[src/rtl/bscan_pkg.sv]
package bscan_pkg;

   typedef enum logic [1:0] {
      SR_HOLD    = 2'd0,
      SR_CAPTURE = 2'd1,
      SR_SHIFT   = 2'd2
   } sr_op_e;

   typedef struct packed {
      sr_op_e op;
      logic   upd;
      logic   tst;
   } bscan_ctl_t;

endpackage

[src/rtl/bscan_ctl.sv]
module bscan_ctl
   import bscan_pkg::*;
(
   input  logic       rst_n,
   input  logic       capture_en,
   input  logic       shift_en,
   input  logic       update_en,
   input  logic       test_mode,
   output bscan_ctl_t ctl
);

   always_comb begin
      ctl = '0;
      if (capture_en)    ctl.op = SR_CAPTURE;
      else if (shift_en) ctl.op = SR_SHIFT;
      else               ctl.op = SR_HOLD;
      ctl.upd = update_en;
      // reset forces functional pass-through
      ctl.tst = test_mode & rst_n;
   end

endmodule

[src/rtl/bscan_cell.sv]
module bscan_cell
   import bscan_pkg::*;
#(
   parameter bit UPDATE_ON_FALL = 1'b1
)(
   input  logic       tck,
   input  logic       rst_n,
   input  bscan_ctl_t ctl,
   input  logic       pin_in,
   input  logic       ser_in,
   output logic       sr_q,
   output logic       upd_q,
   output logic       pin_out
);

   always_ff @(posedge tck or negedge rst_n) begin
      if (!rst_n) begin
         sr_q <= 1'b0;
      end else begin
         unique case (ctl.op)
            SR_CAPTURE: sr_q <= pin_in;
            SR_SHIFT:   sr_q <= ser_in;
            default:    sr_q <= sr_q;
         endcase
      end
   end

   generate
      if (UPDATE_ON_FALL) begin : g_fall
         always_ff @(negedge tck or negedge rst_n) begin
            if (!rst_n)       upd_q <= 1'b0;
            else if (ctl.upd) upd_q <= sr_q;
         end
      end else begin : g_rise
         always_ff @(posedge tck or negedge rst_n) begin
            if (!rst_n)       upd_q <= 1'b0;
            else if (ctl.upd) upd_q <= sr_q;
         end
      end
   endgenerate

   assign pin_out = ctl.tst ? upd_q : pin_in;

endmodule

[src/rtl/bscan_chain.sv]
module bscan_chain
   import bscan_pkg::*;
#(
   parameter int CHAIN_LEN      = 8,
   parameter bit UPDATE_ON_FALL = 1'b1
)(
   input  logic                 tck,
   input  logic                 trst_n,
   input  logic                 capture_en,
   input  logic                 shift_en,
   input  logic                 update_en,
   input  logic                 test_mode,
   input  logic                 scan_in,
   input  logic [CHAIN_LEN-1:0] par_in,
   output logic [CHAIN_LEN-1:0] par_out,
   output logic                 scan_out
);

   localparam int LAST = CHAIN_LEN - 1;

   generate
      if (CHAIN_LEN < 1) begin : g_len_low
         $error("bscan_chain: CHAIN_LEN must be at least 1");
      end
      if (CHAIN_LEN > 4096) begin : g_len_high
         $error("bscan_chain: CHAIN_LEN must not exceed 4096");
      end
   endgenerate

   bscan_ctl_t           ctl;
   logic [CHAIN_LEN-1:0] sr_vec;
   logic [CHAIN_LEN-1:0] upd_vec;
   logic [CHAIN_LEN-1:0] link;

   bscan_ctl u_ctl (
      .rst_n      (trst_n),
      .capture_en (capture_en),
      .shift_en   (shift_en),
      .update_en  (update_en),
      .test_mode  (test_mode),
      .ctl        (ctl)
   );

   generate
      for (genvar i = 0; i < CHAIN_LEN; i++) begin : g_cell
         if (i == LAST) begin : g_head
            assign link[i] = scan_in;
         end else begin : g_body
            assign link[i] = sr_vec[i+1];
         end

         bscan_cell #(
            .UPDATE_ON_FALL (UPDATE_ON_FALL)
         ) u_cell (
            .tck     (tck),
            .rst_n   (trst_n),
            .ctl     (ctl),
            .pin_in  (par_in[i]),
            .ser_in  (link[i]),
            .sr_q    (sr_vec[i]),
            .upd_q   (upd_vec[i]),
            .pin_out (par_out[i])
         );
      end
   endgenerate

   assign scan_out = sr_vec[0];

   // ---------------- assertions ----------------
   p_reset_clear_r1: assert property (@(posedge tck)
      !trst_n |-> (sr_vec == '0 && upd_vec == '0));

   p_capture_r2: assert property (@(posedge tck) disable iff (!trst_n)
      capture_en |=> sr_vec == $past(par_in));

   generate
      if (CHAIN_LEN > 1) begin : g_sh_chk
         p_shift_r3: assert property (@(posedge tck) disable iff (!trst_n)
            (shift_en && !capture_en) |=>
               sr_vec == {$past(scan_in), $past(sr_vec[LAST:1])});
      end else begin : g_sh_chk1
         p_shift_r3: assert property (@(posedge tck) disable iff (!trst_n)
            (shift_en && !capture_en) |=> sr_vec[0] == $past(scan_in));
      end

      if (UPDATE_ON_FALL) begin : g_upd_chk_fall
         p_update_r4: assert property (@(posedge tck) disable iff (!trst_n)
            update_en |-> upd_vec == sr_vec);
         p_latch_hold_r7: assert property (@(posedge tck) disable iff (!trst_n)
            !update_en |-> $stable(upd_vec));
      end else begin : g_upd_chk_rise
         p_update_r4: assert property (@(posedge tck) disable iff (!trst_n)
            update_en |=> upd_vec == $past(sr_vec));
         p_latch_hold_r7: assert property (@(posedge tck) disable iff (!trst_n)
            !update_en |=> $stable(upd_vec));
      end
   endgenerate

   p_hold_r5: assert property (@(posedge tck) disable iff (!trst_n)
      (!capture_en && !shift_en) |=> $stable(sr_vec));

endmodule

[config.mk]
export PLATFORM = sky130hd
export DESIGN_NAME = bscan_chain
export DESIGN_NICKNAME = d
export VERILOG_FILES = /design/src/rtl/bscan_pkg.sv /design/src/rtl/bscan_ctl.sv /design/src/rtl/bscan_cell.sv /design/src/rtl/bscan_chain.sv
export SDC_FILE = /design/constraint.sdc
export NUM_CORES = 1
export LEC_CHECK = 0
export BUFFER_PORTS_ARGS = -buffer_cell sky130_fd_sc_hd__buf_2
export CAP_MARGIN = 20
export CORE_ASPECT_RATIO = 0.7
export CORE_MARGIN = 3
export CORE_UTILIZATION = 24
export DETAILED_ROUTE_END_ITERATION = 8
export SLEW_MARGIN = 20
export SYNTH_ARGS = -nofsm -noshare
export SYNTH_HDL_FRONTEND = slang
export SYNTH_HIERARCHICAL = 1
export SYNTH_SLANG_ARGS = --single-unit
[constraint.sdc]
create_clock -name tck -period 2.3 [get_ports tck]
set_clock_uncertainty 0.05 [all_clocks]
set_input_delay 0.575 -clock tck [delete_from_list [all_inputs] [get_ports tck]]
set_output_delay 0.575 -clock tck [all_outputs]
set_load 0.03 [all_outputs]
==> results.md, run 1 <==
- Static leakage power: 0.6067 nW
- Maximum clock insertion buffer count: 2
- Clock-pin slew on the worst setup and hold paths: ~70 ps
- Power density over the cells: around 700 mW/mm^2
- WL met1: 968 um
- Number of warning messages in the yosys log: 6
- Number of buffer and inverter stages on the critical path: 1
- Routed length on met2: around 820 um
- Max Slew Vio Count: 0
- Synth-to-Final Area Change: 30.54%
- Series of cell instances along the critical path: mux2_4 -> buf_6
- Number of synthesized register bits: 16
- RSZ-0062 raised after global routing: yes
- Post-synthesis net count: slightly below 100
- Min-Delay Path Class: in2async
- Least setup slack across all paths after layout: -481.8 ps
- Worst R2R Start: g_cell[5].u_cell/sr_q
- Routed wirelength normalized by instance count: around 12 um
- Uppermost layer routed: met3
- First-pass iteration count of the detailed router: 3
- Antenna-violating nets left: 0
- Ratio of cells with drive above 1 in the final layout: 0.3689
- Peak supply drop: about 0.34 mV
- Die width: ~80 um
- Main flop type after synthesis: dfrtp_1
- Critical path capture point type: primary output
- Routability cong.: approximately 0.73
- Sinks on the clock net: 16
- Average cell area after synthesis: 12.18 sq um
- Root Buffer: clkbuf_8
- Slowest stage cell on the critical path: dfrtn_1
- Required time reported for the critical path endpoint: around 1700 ps
- Arrival time at the worst endpoint: approximately 2200 ps
- Antenna diodes: 0
- Core area: approximately 0.0036 sq mm
- Setup Crit Path Kind: reg2out
- Total of endpoints with negative setup slack in the final report: 8
- Via density per instance: between 4 and 5
- Die height: approximately 58 um
- Share of synthesized flip-flops with an asynchronous set or reset: 1.000
- Remaining routing DRC violations: 0
- Number of hold violations in the final report: 0
- # hold bufs at CTS: 0
- Util after Layout: 0.3354
- Global route overflow: 0
- Number of instances in the synthesized netlist: between 70 and 80
- Max-capacitance violation count: 0
- Port Buffer Count: 23
- First-pass GRT wire length: roughly 3200 um
- Most area-hungry cell type in the Yosys netlist: dfrtn_1
- Total number of H-tree levels: 1
- Initial cell density of the core: 0.2569
- Post-synth EDFFs: 0
- Top delay family on crit path: flip-flops
- I/O pin total: 24
- Type of element launching the critical path: flip-flop
- Antenna violations before repair: 0
- Hold_ws: approximately 230 ps
- Area of the mapped netlist: just over 900 sq um
- Full die area: 0.004651 sq mm
- Number of global-route vias before repair: around 670
- Top cells by area in the synthesized netlist: dfrtn_1, dfrtp_1, mux2_4
- Standard-cell rows: 18
- Detailed-placement wirelength estimate: 1462 um
- Result of the run: finished, violations left
- Latest clock arrival within the worst-skew pair: between 200 and 300 ps
- Largest net degree at the start of global routing: 17
- Number of DRC violations after detailed-routing iteration 0: 12
- Distinct cell type count after synthesis: 12
- Crit path launch: g_cell[2].u_cell/upd_q
- Length of routed met3 wiring: 116 um
- Slowest Stage Delay on Critical Path: about 340 ps
- Clock tree from TritonCTS: built
- Total global routing track utilization: 0.09064
- Violations in the final reports: setup timing
- Slew at the pin with the worst max-slew slack: 582.4 ps
- Final wirelength: 1909 um
- Final nets: between 100 and 150
- Max-Slew Margin vs Limit: 0.6118
- CTS Buf Count: 3
- Sequential area share after synthesis: 0.4324
- Largest fanout on the critical path: 2
- Via count: 624
- Area share of the largest cell type after synthesis: 0.2162
[power breakdown]
part           total (mW)  switching (mW)  internal, mW
Clock               0.251          0.0988         0.152
Combinational       0.223           0.109         0.113
Sequential          0.371          0.0337         0.337
Total               0.844           0.242         0.602
[metrics by stage]
step           setup WS (ps)  total power, mW  area [sq um]  cells  setup TNS [ps]
6_report              -481.8           0.8440          1209    153           -3813
5_1_grt               -520.9           0.8958          1209    153           -4070
4_1_cts               -486.3           0.8513          1201    152           -3861
3_5_place_dp          -228.4           0.5727          1096    148           -3498
3_3_place_gp          -224.9           0.5634          1096    148           -3432
2_1_floorplan         -94.39           0.5101         929.6     76           -1148
[repair_timing]
item                       in CTS  in global routing
hold endpoints to repair        0                  0
resized for setup              16                  0
buffers inserted                0                  1
setup endpoints to repair       8                  8
[flip-flops by register name, summed over array words and instances (netlist names)]
| register | count |
|---|---|
| g_cell.u_cell/upd_q | 8 |
| g_cell.u_cell/sr_q | 8 |
[worst paths after layout]
path / to / slack (ps) / cells past startpoint
setup / recovery: par_out[2] / -480 / 2
hold / removal: g_cell[5].u_cell/sr_q / 230 / 2
setup reg to reg: g_cell[5].u_cell/upd_q / 250 / 1
hold reg to reg: g_cell[0].u_cell/upd_q / 380 / 1
max in group asynchronous: g_cell[5].u_cell/upd_q / 730 / 2
min in group tck: g_cell[0].u_cell/upd_q / 380 / 1
[cell type report]
cell class	instances	area, sq um
inverters	8	30.03
flip-flops and latches	16	400.4
multi-input cells	50	480.5
fillers	389	2395
clock buffers	4	55.05
repair buffers	25	180.2
well taps	50	62.56
[cell usage in the layout, fill, tap and decap left out]
cell type,n
nor2b_4,1
mux2_4,8
and2_1,1
mux2i_1,8
ha_1,8
inv_1,8
nand2_1,8
clkbuf_8,4
o21ai_1,8
dfrtn_1,8
buf_2,15
dfrtp_1,8
mux2_1,8
buf_4,2
buf_6,8
[per-layer routing]
layer	vias to the layer above	global-route usage
met3	0	0.03261
met4	0	0.01446
li1	313	-
met1	292	0.1292
met2	19	0.1344
met5	-	0
[cells by family (layout without fill, tap and decap cells)]
group / after synthesis / count (layout) / share of synthesized area
flops: 16 / 16 / 0.4324
compound gates: 8 / 8 / 0.04324
fa+ha+maj: 8 / 8 / 0.1081
simple gates: 10 / 10 / 0.05406
mux: 24 / 24 / 0.3135
buf+inv: 10 / 37 / 0.04865
Power figures use the tool's default switching activity.
==> run 2: changes to the inputs <==
MAX_ROUTING_LAYER = met4   (was default)
==> results.md, run 2 (same netlist as run 1, synthesis figures left out) <==
- Final wirelength: between 1500 and 2000 um
- Clock-pin slew on the worst setup and hold paths: 70 ps
- Count of filler cells inserted in the layout: ~400
- Core area: roughly 0.0036 sq mm
- Total number of H-tree levels: 1
- Root Buffer: clkbuf_8
- Routed wirelength normalized by instance count: about 13 um
- I/O pin total: 24
- Ratio of cells with drive above 1 in the final layout: 0.3689
- Type of element launching the critical path: flip-flop
- Largest net degree at the start of global routing: 17
- Die width: ~80 um
- Required time reported for the critical path endpoint: 1670 ps
- Latest clock arrival within the worst-skew pair: 250 ps
- Slowest Stage Delay on Critical Path: around 340 ps
- Total of endpoints with negative setup slack in the final report: 8
- Series of cell instances along the critical path: mux2_4 -> buf_6
- Sinks on the clock net: 16
- CTS Buf Count: 3
- Synth-to-Final Area Change: 30.54%
- Result of the run: finished, violations left
- Initial cell density of the core: 0.2569
- Peak supply drop: ~0.34 mV
- Most frequent standard cell in the layout excluding fill and tap cells: buf_2
- Final nets: approximately 130
- Detailed-placement wirelength estimate: roughly 1500 um
- Power density over the cells: 700.5 mW/mm^2
- # hold bufs at CTS: 0
- Full die area: about 0.0047 sq mm
- Maximum clock insertion buffer count: 2
- Port Buffer Count: 23
- Standard-cell rows: 18
- Via density per instance: about 4.1
- Max-capacitance violation count: 0
- Via count: between 600 and 700
- Number of hold violations in the final report: 0
- Global route overflow: 0
- Min-Delay Path Class: in2async
- Number of global-route vias before repair: 670
- Number of DRC violations after detailed-routing iteration 0: 12
- Max-Slew Margin vs Limit: 0.6090
- Slew at the pin with the worst max-slew slack: just under 600 ps
- Arrival time at the worst endpoint: 2160 ps
- Clock tree from TritonCTS: built
- Antenna violations before repair: 0
- First-pass GRT wire length: ~3200 um
- Least setup slack across all paths after layout: -484.3 ps
- Routability cong.: 0.7426
- Antenna diodes: 0
- Largest fanout on the critical path: 2
- Setup Crit Path Kind: reg2out
- Remaining routing DRC violations: 0
- First-pass iteration count of the detailed router: 2
- Largest registers in the final layout: g_cell.u_cell/sr_q x8, g_cell.u_cell/upd_q x8
- Antenna-violating nets left: 0
- Static leakage power: ~0.61 nW
- RSZ-0062 raised after global routing: yes
- Max Slew Vio Count: 0
- Number of placed instances with taps included: 148
- Violations in the final reports: setup timing
- Total global routing track utilization: 0.09341
- Die height: between 50 and 60 um
- Slowest stage cell on the critical path: dfrtn_1
- Util after Layout: 0.3354
- Filler-free cell count of the finished design: roughly 150
- Critical path capture point type: primary output
## run 2: cell counts in the layout (fill, tap and decap cells not counted)
No cell type changed its count.
## run 2: metrics by stage
step | setup TNS (ps) | hold WS (ps) | power (mW) | cell area, sq um | setup WS, ps
final | -3831 | 234.5 | 0.8466 | 1209 | -484.3
after global placement | -3432 | 380.6 | 0.5634 | 1096 | -224.9
after global routing | -4070 | 248.3 | 0.8958 | 1209 | -520.9
after CTS | -3861 | 239.0 | 0.8513 | 1201 | -486.3
after floorplan | -1148 | 229.4 | 0.5101 | 929.6 | -94.39
after detailed placement | -3498 | 387.7 | 0.5727 | 1096 | -228.4
## run 2: cell type report
class	count	area, sq um	share of cell area
multi-input combinational	50	480.5	0.3975
sequential	16	400.4	0.3313
timing repair buffer	25	180.2	0.1491
tap	50	62.56	0.05176
clock buffer	4	55.05	0.04555
inverter	8	30.03	0.02484
## run 2: power by group
group          switching [mW]  internal (mW)
Clock                   0.101          0.152
Combinational           0.109          0.113
Sequential             0.0344          0.337
Total                   0.244          0.602
## run 2: worst max-delay path, delay by kind of cell (launching register included)
kind,cells,cell delay [ps]
mux,1,270
buf+inv,1,140
flops,1,340
## run 2: worst paths after layout
kind	startpoint	endpoint	slack [ps]	depth (start not counted)
max in group asynchronous	trst_n	g_cell[5].u_cell/upd_q	720	2
max reg2reg	g_cell[5].u_cell/sr_q	g_cell[5].u_cell/upd_q	240	1
min reg2reg	g_cell[0].u_cell/upd_q	g_cell[0].u_cell/upd_q	380	1
min	trst_n	g_cell[5].u_cell/sr_q	230	2
min in group tck	g_cell[0].u_cell/upd_q	g_cell[0].u_cell/upd_q	380	1
max	g_cell[7].u_cell/upd_q	par_out[7]	-480	2
## run 2: per-layer routing
metal,wire (um),track usage
met1,1009,0.1302
met2,810,0.1344
met3,111,0.03106
met4,0,0.01446
met5,0,-
## run 2: timing repair
item / CTS / global route
gates resized for setup: 16 / 0
setup buffers: 0 / 1
hold endpoints to repair: 0 / 0
setup endpoints to repair: 8 / 8
==> run 3: changes to the inputs <==
REMOVE_ABC_BUFFERS = 1   (was default)
==> results.md, run 3 (same netlist as run 1, synthesis figures left out) <==
- Result of the run: finished, violations left
- Violations in the final reports: setup timing
- Full die area: 0.004651 sq mm
- Setup Crit Path Kind: reg2out
- Synth-to-Final Area Change: 31.62%
- Latest clock arrival within the worst-skew pair: between 200 and 250 ps
- Largest registers in the final layout: g_cell.u_cell/sr_q x8, g_cell.u_cell/upd_q x8
- Area taken by flip-flops and latches: between 400 and 500 sq um
- Root Buffer: clkbuf_8
- Critical path capture point type: primary output
- Max Slew Vio Count: 0
- Max-capacitance violation count: 0
- Number of hold violations in the final report: 0
- Antenna violations before repair: 0
- Largest fanout on the critical path: 2
- Sinks on the clock net: 16
- Least setup slack across all paths after layout: -483.5 ps
- Final nets: roughly 130
- Static leakage power: between 0.6 and 0.7 nW
- Initial cell density of the core: 0.2569
- Global route overflow: 0
- Clock tree from TritonCTS: built
- Total of endpoints with negative setup slack in the final report: 8
- Slowest stage cell on the critical path: dfrtn_1
- Peak supply drop: 0.5200 mV
- Sum of negative setup slack: -3782 ps
- Antenna-violating nets left: 0
- Largest net degree at the start of global routing: 17
- Slowest Stage Delay on Critical Path: about 340 ps
- First-pass iteration count of the detailed router: 2
- Most congested layer reported by global routing: met2
- Clock-pin slew on the worst setup and hold paths: ~60 ps
- Overall power after layout: ~840 uW
- I/O pin total: 24
- Power density over the cells: 691.0 mW/mm^2
- CTS Buf Count: 3
- Antenna diodes: 0
- Slew at the pin with the worst max-slew slack: 597.6 ps
- Number of global-route vias before repair: 670
- Met2 global-route usage: 0.1427
- Routed wirelength normalized by instance count: ~12 um
- Total global routing track utilization: 0.09419
- Arrival time at the worst endpoint: roughly 2200 ps
- Via count: 638
- Remaining routing DRC violations: 0
- Count of filler cells inserted in the layout: approximately 380
- Ratio of cells with drive above 1 in the final layout: 0.3750
- First-pass GRT wire length: 3263 um
- Maximum clock insertion buffer count: 2
- Die height: a little under 60 um
- Port Buffer Count: 23
- Routability cong.: 0.6974
- Area taken by multi-input logic gates: slightly below 500 sq um
- # hold bufs at CTS: 0
- Max-Slew Margin vs Limit: 0.6016
- Via density per instance: approximately 4.1
- Standard-cell rows: 18
- Total number of H-tree levels: 1
- Series of cell instances along the critical path: mux2_4 -> buf_6
- Final wirelength: about 1900 um
- RSZ-0062 raised after global routing: yes
- Most frequent standard cell in the layout excluding fill and tap cells: buf_2
- Die width: about 80 um
- Met3 Use GR: 0.03106
- Required time reported for the critical path endpoint: about 1700 ps
- Min-Delay Path Class: in2async
- Core area: 0.003603 sq mm
- M1 GR Usage: 0.1286
- Top delay family on crit path: flip-flops
- Number of DRC violations after detailed-routing iteration 0: 3
- Number of buffer and inverter stages on the critical path: 1
- Detailed-placement wirelength estimate: roughly 1400 um
- Type of element launching the critical path: flip-flop
run 3: changes by cell type in the layout (fill, tap and decap cells not counted), sizes merged:
cell and change:
clkbuf +1
run 3: through the flow:
step	worst slack [ps]	hold WS, ps	instances	util	cell area, sq um
detailed placement	-232.0	387.1	148	0.3042	1096
floorplan	-94.39	229.4	74	-	910.9
finish	-483.5	243.2	154	0.3382	1219
CTS	-490.4	242.5	152	0.3333	1201
global route	-525.3	256.1	154	0.3382	1219
global placement	-221.4	378.9	148	0.3042	1096
run 3: power breakdown:
part	leakage, nW	internal [mW]	total (mW)	switching [mW]
combinational	0.388	0.118	0.228	0.110
sequential	0.196	0.337	0.369	0.0315
clock	0.0288	0.152	0.245	0.0938
total	0.612	0.607	0.842	0.235
run 3: path summary, 6_finish.rpt:
kind	slack [ps]	startpoint	to	depth (start not counted)
setup reg to reg	260	g_cell[6].u_cell/sr_q	g_cell[6].u_cell/upd_q	1
hold reg to reg	380	g_cell[1].u_cell/upd_q	g_cell[1].u_cell/upd_q	1
min in group tck	380	g_cell[1].u_cell/upd_q	g_cell[1].u_cell/upd_q	1
hold / removal	240	trst_n	g_cell[4].u_cell/sr_q	2
max in group asynchronous	720	trst_n	g_cell[7].u_cell/upd_q	2
setup / recovery	-480	g_cell[2].u_cell/upd_q	par_out[2]	2
run 3: timing repair:
action | CTS | global route
pin swaps | 0 | 0
resized for setup | 16 | 1
buffers inserted | 0 | 2
setup endpoints to repair | 8 | 10
run 3: layer usage:
metal,vias up,routed length [um]
li1,317,-
met1,303,899
met2,16,835
met3,2,116
met4,0,8
met5,-,0
run 3: area by class of cell:
| type | count | share of cell area |
|---|---|---|
| multi-input cells | 50 | 0.3943 |
| inverters | 8 | 0.02464 |
| repair buffers | 26 | 0.1561 |
| flip-flops and latches | 16 | 0.3285 |
| well taps | 50 | 0.05133 |
| clock buffers | 4 | 0.04517 |
